$ cat src/rtl/ir_tx_pkg.sv
package ir_tx_pkg;

  localparam int CTL_W = 8;

  typedef enum logic [1:0] {
    CMB_AND  = 2'b00,
    CMB_OR   = 2'b01,
    CMB_NOR  = 2'b10,
    CMB_NAND = 2'b11
  } comb_e;

  typedef enum logic [1:0] {
    SUB_NORMAL   = 2'b00,
    SUB_PINGPONG = 2'b01,
    SUB_FORCE0   = 2'b10,
    SUB_FORCE1   = 2'b11
  } sub_e;

  // bit 7 mode, 6 pin source, 5:4 merge, 3:2 submode, 1 start16, 0 start8
  typedef struct packed {
    logic  demod;
    logic  pin_timers;
    comb_e comb;
    sub_e  sub;
    logic  start16;
    logic  start8;
  } ctl_t;

endpackage

$ cat src/rtl/ir_down_timer.sv
module ir_down_timer #(
  parameter int W = 8
) (
  input  logic         clk,
  input  logic         rst_n,
  input  logic         load,
  input  logic         step,
  input  logic [W-1:0] reload,
  output logic         at_zero
);

  logic [W-1:0] cnt_q, cnt_n;

  always_comb begin
    cnt_n = cnt_q;
    if (load) begin
      cnt_n = reload;
    end else if (step) begin
      if (cnt_q == '0) cnt_n = reload;
      else             cnt_n = cnt_q - 1'b1;
    end
  end

  always_ff @(posedge clk or negedge rst_n) begin
    if (!rst_n) cnt_q <= '0;
    else        cnt_q <= cnt_n;
  end

  assign at_zero = (cnt_q == '0);

  // terminal count wraps to the reload value
  p_wrap_reload_r6: assert property (@(posedge clk) disable iff (!rst_n)
    (step && !load && at_zero) |=> (cnt_q == $past(reload)));

  // a step below terminal count decrements by one
  p_step_dec_r6: assert property (@(posedge clk) disable iff (!rst_n)
    (step && !load && !at_zero) |=> (cnt_q == $past(cnt_q) - 1'b1));

endmodule

$ cat src/rtl/ir_tx_seq.sv
module ir_tx_seq
  import ir_tx_pkg::*;
(
  input  logic clk,
  input  logic rst_n,
  input  ctl_t ctl,
  input  logic ctl_we,
  input  ctl_t wctl,
  input  logic tick,
  input  logic en8,
  input  logic en16,
  input  logic zero8,
  input  logic zero16,
  output logic load8,
  output logic step8,
  output logic load16,
  output logic step16,
  output logic o8,
  output logic o16
);

  logic en8_q, en16_q;
  logic act8_q, act8_n, act16_q, act16_n;
  logic o8_q, o8_n, o16_q, o16_n;
  logic rise8, rise16;

  assign rise8  = en8  & ~en8_q;
  assign rise16 = en16 & ~en16_q;

  always_comb begin
    act8_n  = act8_q;
    act16_n = act16_q;
    o8_n    = o8_q;
    o16_n   = o16_q;
    load8   = 1'b0;
    step8   = 1'b0;
    load16  = 1'b0;
    step16  = 1'b0;

    if (ctl_we) begin
      if (!wctl.demod) begin
        o8_n = ~wctl.start8;
        unique case (wctl.sub)
          SUB_NORMAL, SUB_PINGPONG: o16_n = ~wctl.start16;
          SUB_FORCE0:               o16_n = 1'b0;
          SUB_FORCE1:               o16_n = 1'b1;
        endcase
        if (wctl.sub[1]) act16_n = 1'b0;
        if (ctl.sub == SUB_PINGPONG && wctl.sub == SUB_NORMAL) begin
          act8_n  = 1'b0;
          act16_n = 1'b0;
        end
      end
    end else if (!ctl.demod) begin
      if (ctl.sub == SUB_PINGPONG) begin
        if (rise8) begin
          act8_n  = 1'b1;
          act16_n = 1'b0;
          load8   = 1'b1;
          o8_n    = ctl.start8;
          o16_n   = ctl.start16;
        end else if (!en8) begin
          act8_n  = 1'b0;
          act16_n = 1'b0;
        end else if (tick) begin
          if (act8_q) begin
            step8 = 1'b1;
            if (zero8) begin
              o8_n    = ~o8_q;
              act8_n  = 1'b0;
              act16_n = 1'b1;
              load16  = 1'b1;
            end
          end else if (act16_q) begin
            step16 = 1'b1;
            if (zero16) begin
              o16_n   = ~o16_q;
              act16_n = 1'b0;
              act8_n  = 1'b1;
              load8   = 1'b1;
            end
          end
        end
      end else begin
        // 8-bit timer runs on its own in every non-ping-pong submode
        if (rise8) begin
          act8_n = 1'b1;
          load8  = 1'b1;
          o8_n   = ctl.start8;
        end else if (!en8) begin
          act8_n = 1'b0;
        end else if (tick && act8_q) begin
          step8 = 1'b1;
          if (zero8) o8_n = ~o8_q;
        end

        if (ctl.sub[1]) begin
          act16_n = 1'b0;
          o16_n   = ctl.sub[0];
        end else if (rise16) begin
          act16_n = 1'b1;
          load16  = 1'b1;
          o16_n   = ctl.start16;
        end else if (!en16) begin
          act16_n = 1'b0;
        end else if (tick && act16_q) begin
          step16 = 1'b1;
          if (zero16) o16_n = ~o16_q;
        end
      end
    end
  end

  always_ff @(posedge clk or negedge rst_n) begin
    if (!rst_n) begin
      en8_q   <= 1'b0;
      en16_q  <= 1'b0;
      act8_q  <= 1'b0;
      act16_q <= 1'b0;
      o8_q    <= 1'b0;
      o16_q   <= 1'b0;
    end else begin
      en8_q   <= en8;
      en16_q  <= en16;
      act8_q  <= act8_n;
      act16_q <= act16_n;
      o8_q    <= o8_n;
      o16_q   <= o16_n;
    end
  end

  assign o8  = o8_q;
  assign o16 = o16_q;

  // ping-pong never runs both timers at once
  p_pp_exclusive_r7: assert property (@(posedge clk) disable iff (!rst_n)
    (ctl.sub == SUB_PINGPONG) |-> !(act8_q && act16_q));

  // forced submode holds the 16-bit output at the forced level
  p_force_level_r9: assert property (@(posedge clk) disable iff (!rst_n)
    (!ctl_we && !ctl.demod && ctl.sub[1]) |=> (o16_q == $past(ctl.sub[0])));

  // demodulation mode freezes transmit state
  p_freeze_r10: assert property (@(posedge clk) disable iff (!rst_n)
    (!ctl_we && ctl.demod) |=> ($stable(o8_q) && $stable(o16_q) && $stable(act8_q) && $stable(act16_q)));

  // a transmit-mode write presets the 8-bit output to the inverse start level
  p_preset8_r4: assert property (@(posedge clk) disable iff (!rst_n)
    (ctl_we && !wctl.demod) |=> (o8_q == !$past(wctl.start8)));

  // a low enable stops the 8-bit timer
  p_stop8_r5: assert property (@(posedge clk) disable iff (!rst_n)
    (!ctl_we && !ctl.demod && !en8) |=> !act8_q);

  // no counting during a control write
  p_write_hold_r11: assert property (@(posedge clk) disable iff (!rst_n)
    ctl_we |-> !(step8 || step16 || load8 || load16));

endmodule

$ cat src/rtl/ir_out_mux.sv
module ir_out_mux
  import ir_tx_pkg::*;
(
  input  logic  a,
  input  logic  b,
  input  comb_e comb,
  input  logic  use_timers,
  input  logic  port_bit,
  output logic  pin
);

  logic merged;

  always_comb begin
    unique case (comb)
      CMB_AND:  merged = a & b;
      CMB_OR:   merged = a | b;
      CMB_NOR:  merged = ~(a | b);
      CMB_NAND: merged = ~(a & b);
    endcase
  end

  assign pin = use_timers ? merged : port_bit;

endmodule

$ cat src/rtl/ir_tx_combiner.sv
module ir_tx_combiner
  import ir_tx_pkg::*;
#(
  parameter int W8  = 8,
  parameter int W16 = 16
) (
  input  logic             clk,
  input  logic             rst_n,
  input  logic             ctl_we,
  input  logic [CTL_W-1:0] ctl_wdata,
  input  logic             tick,
  input  logic             t8_en,
  input  logic             t16_en,
  input  logic [W8-1:0]    t8_reload,
  input  logic [W16-1:0]   t16_reload,
  input  logic             port_bit,
  output logic             tx_pin,
  output logic             t8_out,
  output logic             t16_out
);

  logic rs1_q, rs2_q, srst_n;
  ctl_t ctl_q, ctl_n, wctl;
  logic load8, step8, load16, step16;
  logic zero8, zero16;

  always_ff @(posedge clk or negedge rst_n) begin
    if (!rst_n) begin
      rs1_q <= 1'b0;
      rs2_q <= 1'b0;
    end else begin
      rs1_q <= 1'b1;
      rs2_q <= rs1_q;
    end
  end
  assign srst_n = rs2_q;

  assign wctl = ctl_t'(ctl_wdata);

  always_comb begin
    ctl_n = ctl_q;
    if (ctl_we) ctl_n = wctl;
  end

  always_ff @(posedge clk or negedge srst_n) begin
    if (!srst_n) ctl_q <= '0;
    else         ctl_q <= ctl_n;
  end

  ir_down_timer #(.W(W8)) u_t8 (
    .clk     (clk),
    .rst_n   (srst_n),
    .load    (load8),
    .step    (step8),
    .reload  (t8_reload),
    .at_zero (zero8)
  );

  ir_down_timer #(.W(W16)) u_t16 (
    .clk     (clk),
    .rst_n   (srst_n),
    .load    (load16),
    .step    (step16),
    .reload  (t16_reload),
    .at_zero (zero16)
  );

  ir_tx_seq u_seq (
    .clk    (clk),
    .rst_n  (srst_n),
    .ctl    (ctl_q),
    .ctl_we (ctl_we),
    .wctl   (wctl),
    .tick   (tick),
    .en8    (t8_en),
    .en16   (t16_en),
    .zero8  (zero8),
    .zero16 (zero16),
    .load8  (load8),
    .step8  (step8),
    .load16 (load16),
    .step16 (step16),
    .o8     (t8_out),
    .o16    (t16_out)
  );

  ir_out_mux u_mux (
    .a          (t8_out),
    .b          (t16_out),
    .comb       (ctl_q.comb),
    .use_timers (ctl_q.pin_timers && !ctl_q.demod),
    .port_bit   (port_bit),
    .pin        (tx_pin)
  );

  // demodulation mode hands the pin to the port bit
  p_pin_port_r2: assert property (@(posedge clk) disable iff (!srst_n)
    ctl_q.demod |-> (tx_pin == port_bit));

  // the control word starts cleared after reset release
  p_ctl_reset_r1: assert property (@(posedge clk)
    ($rose(srst_n)) |-> (ctl_q == '0));

endmodule

$ cat config.mk
export PLATFORM = sky130hd
export DESIGN_NAME = ir_tx_combiner
export DESIGN_NICKNAME = d
export VERILOG_FILES = /design/src/rtl/ir_tx_pkg.sv /design/src/rtl/ir_down_timer.sv /design/src/rtl/ir_tx_seq.sv /design/src/rtl/ir_out_mux.sv /design/src/rtl/ir_tx_combiner.sv
export SDC_FILE = /design/constraint.sdc
export NUM_CORES = 1
export LEC_CHECK = 0
export ABC_AREA = 1
export BUFFER_PORTS_ARGS = -buffer_cell sky130_fd_sc_hd__buf_2
export CORE_MARGIN = 5
export CORE_UTILIZATION = 50
export DETAILED_ROUTE_END_ITERATION = 10
export MAX_ROUTING_LAYER = met4
export PLACE_DENSITY = 0.71
export SYNTH_ARGS = -nofsm -noshare
export SYNTH_HDL_FRONTEND = slang
export SYNTH_SLANG_ARGS = --single-unit
$ cat constraint.sdc
create_clock -name clk -period 1.95 [get_ports clk]
set_input_delay 0.2925 -clock clk [delete_from_list [all_inputs] [get_ports clk]]
set_output_delay 0.2925 -clock clk [all_outputs]
set_load 0.02 [all_outputs]
==> impl_metrics.ini <==
[die]
initial_core_util = 0.516
die_h_um = 85.4
core_um2 = 5510
die-width_um = 85.4
row_count = 27
dieArea_um2 = 7290
io-pin-count = 42

[finish]
nNetsFinal = 496
largest_register_ffs = 16
reg_top3 = u_t16.cnt_q (16), ctl_q (8), u_t8.cnt_q (8)
areaGrowthSynthToFinish_pct = 16.8
utilization = 0.602
fillers = 527
top_register = u_t16.cnt_q
final_common_cell = nand2_1
layout-drive-gt1-share = 0.220
diodes = 0
layout_common_cells = 102 x nand2_1, 48 x inv_1, 41 x nor2_1, 41 x buf_2, 40 x dfrtp_1

[synth]
syn-num-nets = 444
ys_ff_latch = 40
synth_cells = 401
ys_async_sr_fraction = 1.00
synth_cell_type_count = 40
syn_area_um2 = 2840
synth_edf_count = 0
synth.avg_cell_area_um2 = 7.08
ys_warn_count = 0
yosys_most_used_dff = dfrtp_1
yosysSeqAreaShare = 0.352

[routing]
ant_nets = 0
post_drt_wl_per_cell_um = 11.9
drtIter0Drc = 160
wirelength_mm = 6.27
route.detailed.drc = 0
vias = 2659
dr.pass1.iters = 4
viasPerCell = 5.06

[clock_network]
clk_pin_slew_ns = 0.08
cts_tree = yes
cts_sinks = 40
numCtsBuffers = 5
clk_path_buf_depth = 2
cts_root_buf = clkbuf_8
htreeDepth = 2
clock_latency_ns = 0.30

[run]
cap_violations = 0

[worst_setup_path]
crit_family = simple AND/OR/NAND/NOR gates
cp_slowest_cell = dfrtp_1
cp_num_buf_inv = 3
path_cells = inv_1, ha_1, inv_1, nor3_2, nand2_4, o21ai_2, nand2_4, nand2_2, buf_4, o21ai_0, o21ai_0
worstSetupEndpointType = register
critPathKind = register to register
crit_path_max_incr_delay_ns = 0.38
crit_fanout = 8
crit_path_start_kind = register
critPathRequiredTime_ns = 2.16
r2r-end = u_t16.cnt_q[6]$_DFFE_PN0P_
worst-r2r-cell-count = 11
arrival_ns = 2.01
ff2ff_setup_slack_ns = 0.15
r2r_start = u_t8.cnt_q[1]$_DFFE_PN0P_

[power]
leakage_nw = 1.66
netSwitchingFraction = 0.423
peakVddDrop_mv = 0.583
power_mw = 3.71
clkPwrFrac = 0.185
pwr-share-comb = 0.446
p_seq_frac = 0.370
p_sw_mw = 1.57
power.internal_mw = 2.14
power_density_nw_per_um2 = 1120

[min_path]
hold-path-cell-count = 1
min_to = u_seq.en16_q$_DFF_PN0_
hp-class = primary input to register
hp-start = t16_en

[global_route]
track_usage = 0.185
gr-total-overflow = 0
grt_pass1_wl_mm = 10.8
grt_pass1_vias = 2490
antenna_found_initial = 0
grt_max_degree = 30

[sta]
setup_tns_ns = 0
finalSetupViolCount = 0
period_minus_slack_ns = 1.80
timing.fmax_mhz = 556
period_share = 0.923
hold_viol_final = 0
finClkSkew_ns = 0.00806
tightestPinTransition_ns = 0.570
hold_slack_ns = 0.127
drv_slew = 0
setup_ws_ns = 0.150
slew_headroom = 0.620

[placed_design]
hpwl_mm = 4.85
gp_congestion = 0.905
io_buffers = 41
dpl_worst_slack_ns = 0.0433

[run_status]
outcome = complete, no violations
## cell families after synthesis
group,synth area share
simple gates,0.313
flops,0.352
other cells,0.00132
fa+ha+maj,0.0176
compound gates,0.158
buf+inv,0.115
xor+xnor,0.0432
## metal layers
layer  global-route usage  routed length [um]  vias to the layer above
met3               0.0427                 276                        9
met2                0.297                3010                       52
li1                     -                   -                     1383
met4               0.0619                 111                        0
met1                0.229                2870                     1215
met5                    -                   0                        -
## area by class of cell
cell class	instances	area, um2	area share
multi-input cells	294	1570	0.474
clock buffers	5	68.8	0.0207
well taps	72	90.1	0.0272
flip-flops and latches	40	1000	0.302
clock inverters	3	42.5	0.0128
inverters	57	214	0.0645
repair buffers	55	329	0.0992
## stage by stage
step	instances	instance area (um2)
after global routing	526	3320
after detailed placement	515	3120
after global placement	515	3120
final	526	3320
after floorplan	401	2840
after CTS	524	3240
## power groups by stage
stage               sequential [mW]  clock [mW]  combinational (mW)
global placement               1.36           0                1.54
floorplan                      1.32           0                1.24
detailed placement             1.36           0                1.57
CTS                            1.35       0.701                1.58
finish                         1.37       0.684                1.65
global route                   1.40       0.740                1.89
## how the worst max path moves through the flow
stage	startpoint	end	slack [ns]	cells past startpoint
4_1_cts	u_t16.cnt_q[1]$_DFFE_PN0P_	u_t8.cnt_q[0]$_DFFE_PN0P_	0.03	13
6_report	u_t8.cnt_q[1]$_DFFE_PN0P_	u_t16.cnt_q[6]$_DFFE_PN0P_	0.15	11
2_1_floorplan	u_t16.cnt_q[0]$_DFFE_PN0P_	u_t8.cnt_q[6]$_DFFE_PN0P_	0.21	14
3_3_place_gp	u_t16.cnt_q[1]$_DFFE_PN0P_	u_t8.cnt_q[1]$_DFFE_PN0P_	0.11	13
3_5_place_dp	u_t16.cnt_q[1]$_DFFE_PN0P_	u_t8.cnt_q[0]$_DFFE_PN0P_	0.04	13
5_1_grt	u_t16.cnt_q[1]$_DFFE_PN0P_	u_t8.cnt_q[3]$_DFFE_PN0P_	-0.03	13
## timing repair
item / CTS / global route
hold buffers: 1 / 0
resized for setup: 0 / 15
hold endpoints to repair: 2 / 0
setup endpoints to repair: 0 / 12
buffers inserted: 0 / 2
## cells in the mapped netlist (all sizes together), types with 2 or more instances
| cell | count | share of area |
|---|---|---|
| xnor2 | 4 | 0.012 |
| a21oi | 16 | 0.028 |
| o21ai | 45 | 0.083 |
| ha | 4 | 0.018 |
| dfrtp | 40 | 0.35 |
| o211ai | 7 | 0.022 |
| inv | 56 | 0.074 |
| o22ai | 3 | 0.0088 |
| nor3 | 8 | 0.018 |
| nand3 | 23 | 0.041 |
| nand2 | 110 | 0.16 |
| xor2 | 10 | 0.031 |
| buf | 9 | 0.038 |
| nand4 | 4 | 0.011 |
| nor2 | 51 | 0.080 |
| a31oi | 2 | 0.0066 |
| o21bai | 2 | 0.0053 |
| or2 | 2 | 0.0044 |
Power figures use the tool's default switching activity.
